`config.mk`:
```
export PLATFORM = sky130hd
export DESIGN_NAME = shared_adder_alu
export DESIGN_NICKNAME = d
export VERILOG_FILES = /design/src/rtl/shared_adder_alu.sv
export SDC_FILE = /design/constraint.sdc
export NUM_CORES = 1
export LEC_CHECK = 0
export ABC_CLOCK_PERIOD_IN_PS = 800
export BUFFER_PORTS_ARGS = -buffer_cell sky130_fd_sc_hd__buf_2
export CORE_MARGIN = 3
export CORE_UTILIZATION = 53
export DETAILED_ROUTE_END_ITERATION = 10
export HOLD_SLACK_MARGIN = 0.1
export PLACE_DENSITY = 0.81
export SYNTH_ARGS = -nofsm -noshare
export SYNTH_HDL_FRONTEND = slang
export SYNTH_SLANG_ARGS = --single-unit
export TNS_END_PERCENT = 100
```
`constraint.sdc`:
```
create_clock -name clk -period 0.8 [get_ports clk]
set_input_delay 0 -clock clk [delete_from_list [all_inputs] [get_ports clk]]
set_output_delay 0 -clock clk [all_outputs]
set_load 0.005 [all_outputs]
```
`src/rtl/shared_adder_alu.sv`:
```
module shared_adder_alu #(
  parameter int W       = 16,
  parameter bit REG_OUT = 1'b1
) (
  input  logic         clk,
  input  logic         rst_n,
  input  logic [2:0]   op,
  input  logic [W-1:0] a,
  input  logic [W-1:0] b,
  output logic [W-1:0] result,
  output logic         zero_f,
  output logic         neg_f,
  output logic         ovf_f,
  output logic         lt_f,
  output logic         eq_f
);
  localparam logic [2:0] OP_ADD = 3'b000;
  localparam logic [2:0] OP_SUB = 3'b001;
  localparam logic [2:0] OP_INC = 3'b010;
  localparam logic [2:0] OP_DEC = 3'b011;
  localparam logic [2:0] OP_LT  = 3'b100;
  localparam logic [2:0] OP_EQ  = 3'b101;
  localparam logic [2:0] OP_XOR = 3'b110;

  logic b_keep, b_inv, cin, sel_sum, arith, valid;

  always_comb begin
    b_keep = 1'b1; b_inv = 1'b0; cin = 1'b0; sel_sum = 1'b1;
    arith = 1'b1; valid = 1'b1;
    unique case (op)
      OP_ADD: ;
      OP_SUB, OP_LT, OP_EQ: begin b_inv = 1'b1; cin = 1'b1; end
      OP_INC: begin b_keep = 1'b0; cin = 1'b1; end
      OP_DEC: begin b_keep = 1'b0; b_inv = 1'b1; end
      OP_XOR: begin sel_sum = 1'b0; arith = 1'b0; end
      default: begin valid = 1'b0; arith = 1'b0; end
    endcase
  end

  logic [W-1:0] bcond, sum, res_c;
  logic         cout, c_msb, ovf_c, zero_c, neg_c, lt_c, eq_c;

  assign bcond = (b_keep ? b : '0) ^ {W{b_inv}};
  assign {cout, sum} = {1'b0, a} + {1'b0, bcond} + {{W{1'b0}}, cin};
  assign c_msb  = a[W-1] ^ bcond[W-1] ^ sum[W-1];
  assign ovf_c  = arith & (cout ^ c_msb);
  assign res_c  = !valid ? '0 : (sel_sum ? sum : (a ^ bcond));
  assign zero_c = valid & (res_c == '0);
  assign neg_c  = res_c[W-1];
  assign lt_c   = (op == OP_LT) & (sum[W-1] ^ ovf_c);
  assign eq_c   = (op == OP_EQ) & (sum == '0);

  generate
    if (REG_OUT) begin : g_reg
      always_ff @(posedge clk or negedge rst_n) begin
        if (!rst_n) begin
          result <= '0;
          {zero_f, neg_f, ovf_f, lt_f, eq_f} <= '0;
        end else begin
          result <= res_c;
          {zero_f, neg_f, ovf_f, lt_f, eq_f} <= {zero_c, neg_c, ovf_c, lt_c, eq_c};
        end
      end
    end else begin : g_comb
      assign result = res_c;
      assign {zero_f, neg_f, ovf_f, lt_f, eq_f} = {zero_c, neg_c, ovf_c, lt_c, eq_c};
    end
  endgenerate

  AST_INC_IGNORES_B: assert property (@(posedge clk) disable iff (!rst_n)
    (op == OP_INC) |-> (res_c == a + W'(1)));
  AST_DEC_IGNORES_B: assert property (@(posedge clk) disable iff (!rst_n)
    (op == OP_DEC) |-> (res_c == a - W'(1)));
  AST_XOR_NO_OVF: assert property (@(posedge clk) disable iff (!rst_n)
    (op == OP_XOR) |-> (!ovf_c && res_c == (a ^ b)));
  AST_LT_SIGNED: assert property (@(posedge clk) disable iff (!rst_n)
    (op == OP_LT) |-> (lt_c == ($signed(a) < $signed(b))));
  AST_EQ_MATCH: assert property (@(posedge clk) disable iff (!rst_n)
    (op == OP_EQ) |-> (eq_c == (a == b)));
  AST_UNUSED_CLEAR: assert property (@(posedge clk) disable iff (!rst_n)
    (op == 3'b111) |-> (res_c == '0 && !zero_c && !ovf_c && !lt_c && !eq_c));
  AST_FLAGS_ONEHOT0: assert property (@(posedge clk) disable iff (!rst_n)
    $onehot0({lt_c, eq_c}));
endmodule

```
==> results of run 1 <==
[Yosys cell counts, drive strengths merged, types with 2 or more instances]
cell / instances / area [sq um]
a211o: 2 / 18.8
a211oi: 3 / 22.5
a21o: 7 / 52.6
a21oi: 27 / 135
a22o: 2 / 17.5
a31oi: 5 / 31.3
and3: 3 / 18.8
buf: 3 / 20.0
clkbuf: 11 / 41.3
dfrtp: 20 / 500
fa: 2 / 40.0
ha: 16 / 200
inv: 2 / 7.51
nand2: 32 / 120
nand2b: 6 / 37.5
nand3: 3 / 20.0
nand4: 2 / 12.5
nor2: 22 / 85.1
nor3: 8 / 40.0
nor4: 3 / 25.0
o21a: 3 / 22.5
o21ai: 18 / 90.1
or2: 6 / 37.5
or3: 2 / 12.5
or4: 3 / 22.5
xnor2: 25 / 219
xor2: 6 / 52.6
[kinds of logic after synthesis]
| group | count (synthesis) |
|---|---|
| xor gates and xnor gates | 31 |
| DFF | 20 |
| buffers and inverters | 16 |
| AOI/OAI and AO/OA | 75 |
| muxes | 1 |
| and+or+nand+nor | 95 |
| adders and majority gates | 18 |
[metrics by stage]
| step | TNS [ps] | util (%) | std cells | hold slack (ps) | setup WS, ps |
|---|---|---|---|---|---|
| 3_5_place_dp | -38670 | 86.4 | 431 | -46.1 | -2810 |
| 3_3_place_gp | -36100 | 86.4 | 431 | -61.9 | -2570 |
| 2_1_floorplan | -34840 | - | 256 | -296 | -2770 |
==> reports/summary.txt, run 1 <==
=====================================================================
Count of pins on the block boundary                                58
Post-synthesis simple-gate area fraction                        23.3%
Site row count                                                     21
Hold buffer count at CTS                                            1
Routability cong.                                               0.848
Main combinational cell family by area after synthesis   simple AND/OR/NAND/NOR gates
Die width                                                     68.0 um
Multiplexer fraction of the synthesized cell area              0.491%
Yosys warning total                                                 0
Syn_nets                                                          311
Post-synthesis compound-gate area fraction                      23.1%
Cell area after technology mapping                         2040 sq um
Number of storage elements in the synthesis netlist                20
Sequential-to-total area share from yosys stat                  24.6%
Number of gates given a new drive strength after cts               89
Stage where the run ended                                clock tree synthesis
Outcome                                                  aborted with a tool error
Err                                                      [ERROR DPL-0038] Utilization greater than 100%, impossible to legalize
Synthesized netlist cell count                                    256
Area post-placement                                        3040 sq um
Synthesized-area fraction occupied by adder cells               11.8%
Number of flops mapped to enable cells by yosys                     0
IO Port Bufs                                                       57
Hpwl dp                                                       5290 um
CTS H-Tree Depth                                                    1
Root Buffer Master                                           clkbuf_8
Die boundary height                                           68.0 um
Xor/xnor share of the synthesized area                          13.3%
Starting density of the core                                    57.9%
Number of buffers inserted during clock tree synthesis              3
TritonCTS Sinks                                                    20
Max Buffers Root-to-Sink                                            2
Cell variety after synth                                           48
Avg Cell Area, Syn                                         7.96 sq um
Synth async-reset ratio                                          100%
Leading register cell type out of synthesis                   dfrtp_1
Total setup buffers inserted after CTS                             20
=====================================================================
==> inputs of run 2 (changes only) <==
--- a/config.mk
+++ b/config.mk
@@ -8,10 +8,9 @@
 export ABC_CLOCK_PERIOD_IN_PS = 800
 export BUFFER_PORTS_ARGS = -buffer_cell sky130_fd_sc_hd__buf_2
 export CORE_MARGIN = 3
-export CORE_UTILIZATION = 53
+export CORE_UTILIZATION = 40
 export DETAILED_ROUTE_END_ITERATION = 10
-export HOLD_SLACK_MARGIN = 0.1
-export PLACE_DENSITY = 0.81
+export PLACE_DENSITY_LB_ADDON = 0.15
 export SYNTH_ARGS = -nofsm -noshare
 export SYNTH_HDL_FRONTEND = slang
 export SYNTH_SLANG_ARGS = --single-unit
==> run 2 against run 1 <==
Against the previous run:
- the flow now finishes, with violations (setup timing)
- area after synthesis unchanged
- synthesized cell count unchanged
==> reports/summary.txt, run 2 <==
===========================================================================
Total power consumption of the routed design                        6.92 mW
Clock slew at reported path FFs                                       60 ps
Critical Path Source Type                                         input pin
Power density of the placed cells                              1870 nW/um^2
Count of pins on the block boundary                                      58   unchanged
Delay of the slowest cell on the worst path                          530 ps
Library cell with the highest instance count after synthesis        nand2_1
Worst path cell trace                                          buf_8, or2b_1, nand2_2, xnor2_2, fa_2, fa_2, a211o_4, nand3_4, a21oi_2, a22o_1, or4_1, or4_4, nor4_2, nor4b_2
Yosys top cell area share                                             24.6%   unchanged
Initial antenna violation count                                           0
Peak supply drop                                                     858 uV
TritonCTS Sinks                                                          20   unchanged
Avg Cell Area, Syn                                               7.96 sq um   unchanged
Cell count of the worst hold path                                         3
Critical path endpoint category                                        flop
Largest register by flop count                                       result
Area post-placement                                              3060 sq um   +0.62%
Outcome                                                        finished, violations left
Logic pwr share                                                       72.4%
Final count of negative-setup-slack endpoints                            20
Total leakage power                                                 1.79 nW
Final number of max-transition violations                                 0
Max-capacitance violation count                                           0
Largest net degree at the start of global routing                        21
Leading register cell type out of synthesis                         dfrtp_1
Area of the multi-input gates                                    1850 sq um
Via count of the first global-routing pass                            2,327
Max Buffers Root-to-Sink                                                  2   unchanged
Area added between synthesis and finish                               82.0%
Starting density of the core                                          42.3%   -16 points
Synthesized netlist cell count                                          256   unchanged
Synth async-reset ratio                                                100%   unchanged
Violations in the final reports                                setup timing
Die boundary height                                                 77.4 um   +14%
Most common cell after layout, fill and taps aside                    buf_4
Fraction of power consumed by sequential logic                        19.0%
Detailed Route Iter0 Violations                                         141
Cell variety after synth                                                 48   unchanged
Core occupancy in the finished layout                                 77.0%
Syn_nets                                                                311   unchanged
Cell types occupying the most area after synthesis             dfrtp_1, xnor2_1, ha_1
Number of flip-flops under the largest register name                     15
Max Freq                                                            315 MHz
Peak fanout along the critical path                                       4
Relative slew slack                                                   73.9%
Critical path class                                            input pin to flop
Required time worst endpoint                                         960 ps
Die width                                                           77.4 um   +14%
Remaining design rule violation count                                     0
Drt pass-1 iters                                                          4
Post-route design area                                           3710 sq um
Final nets                                                              470
Setup repair after global routing missed its margin                     yes
Sequential-to-total area share from yosys stat                        24.6%   unchanged
Cell type of the slowest stage on the worst timing path               or4_1
Final Critical Period                                               3170 ps
Leading area contributor after synthesis                            dfrtp_1
CTS H-Tree Depth                                                          1   unchanged
Leading cell types in the layout, fill and taps excluded       buf_4, buf_2, nand2_1
Sw Ratio                                                              37.3%
Cell area after technology mapping                               2040 sq um   unchanged
Vias post-DR                                                          2,373
Final Hold Viols                                                          0
Post-route antenna net violation count                                    0
NetSw                                                               2.58 mW
Routability cong.                                                     0.812   -4.3%
Post-synth top cells                                           nand2_1, a21oi_1, xnor2_1
Post-detailed-routing wire length                                   6450 um
First-pass GRT wire length                                        10,400 um
Total grt overflow                                                        0
Clock tree from TritonCTS                                             built
Number of buffers inserted during clock tree synthesis                    3   unchanged
Std-Cell Core Area                                               4820 sq um
Root Buffer Master                                                 clkbuf_8
Yosys warning total                                                       0   unchanged
Final-layout fill cell count                                            370
Number of flops mapped to enable cells by yosys                           0   unchanged
Site row count                                                           25   +19%
Die Area                                                         5990 sq um
Worst hold slack across all endpoints                               88.9 ps
Worst hold path endpoint                                               lt_f
Clock network fraction of total power                                  8.6%
Routed wire per std cell                                            13.4 um
Setup slack of the critical path after layout                      -2370 ps
Cell seen most often among critical-path stages                        fa_2
Ratio of routed vias to standard cells                                 4.94
Crit path arrival time                                              3330 ps
Total negative setup slack                                       -31,070 ps
Worst min-delay path startpoint                                       op[0]
Hpwl dp                                                             4570 um   -14%
Cell-internal power                                                 4.34 mW
Global-route total usage across every layer                           20.9%
Worst-margin pin slew                                                392 ps
Register cell area after layout                                   500 sq um
Ant diodes                                                                0
Share of cells above drive strength 1                                 58.8%
Number of storage elements in the synthesis netlist                      20   unchanged
Crit share post-route                                                  396%
Type of the worst min-delay path                               input pin to flop
IO Port Bufs                                                             57   unchanged
===========================================================================
run 2: cell counts after synthesis:
Identical to the previous run, type by type.
run 2: worst max-delay path: cells and delay by family:
kind	cells	cell delay, ps
compound gates	3	650
simple gates	7	1750
xor+xnor	1	80
fa+ha+maj	2	740
buf+inv	1	110
run 2: how the worst max path moves through the flow:
stage | cells past startpoint | slack (ps) | startpoint | to
2_1_floorplan | 15 | -2770 | op[2] | zero_f
3_3_place_gp | 14 | -2560 | op[0] | zero_f
3_5_place_dp | 14 | -2660 | op[2] | zero_f
4_1_cts | 14 | -2320 | op[2] | zero_f
5_1_grt | 14 | -2530 | op[2] | zero_f
6_report | 14 | -2370 | op[2] | zero_f
run 2: what timing repair did:
| item | CTS | global route |
|---|---|---|
| hold endpoints to repair | 20 | 0 |
| pin swaps | 41 | 20 |
| setup buffers | 24 | 4 |
| resized for setup | 68 | 25 |
| setup endpoints to repair | 20 | 20 |
| hold buffers | 1 | 0 |
run 2: power by group through the flow:
stage,Combinational [mW],Clock (mW),Sequential [mW]
final,5.01,0.595,1.31
after floorplan,2.08,0,1.40
after global routing,5.44,0.663,1.35
after detailed placement,3.94,0,1.33
after global placement,3.89,0,1.33
after CTS,4.63,0.614,1.31
run 2: cell families (layout without fill, tap and decap cells):
group	count (synthesis)	count (layout)	synth area share, %
buffers and inverters	16	173	3.38
and+or+nand+nor	95	95	23.3
adders and majority gates	18	18	11.8
AOI/OAI and AO/OA	75	75	23.1
xor gates and xnor gates	31	31	13.3
muxes	1	1	0.491
DFF	20	20	24.6
run 2: cell type report:
cell class                      instances  share of cell area (%)
Clock buffer                            3                    1.11
Inverter                                2                   0.202
Multi-Input combinational cell        220                    49.9
Sequential cell                        20                    13.5
Tap cell                               67                    2.26
Timing Repair Buffer                  168                    33.0
run 2: through the flow:
| stage | cells | setup WS [ps] |
|---|---|---|
| 5_1_grt | 480 | -2530 |
| 3_3_place_gp | 451 | -2560 |
| 4_1_cts | 477 | -2320 |
| 6_report | 480 | -2370 |
| 3_5_place_dp | 451 | -2660 |
| 2_1_floorplan | 256 | -2770 |
run 2: metal layers:
layer,global-route usage [%],wire length (um),up-vias,share of wire (%)
met5,0,0,-,0
met4,7.12,55,0,0.85
met3,1.04,261,6,4.0
met2,34.7,3240,57,50
met1,29.0,2890,1092,45
li1,-,-,1218,-
Note: power is estimated with default switching activity, not from simulation.
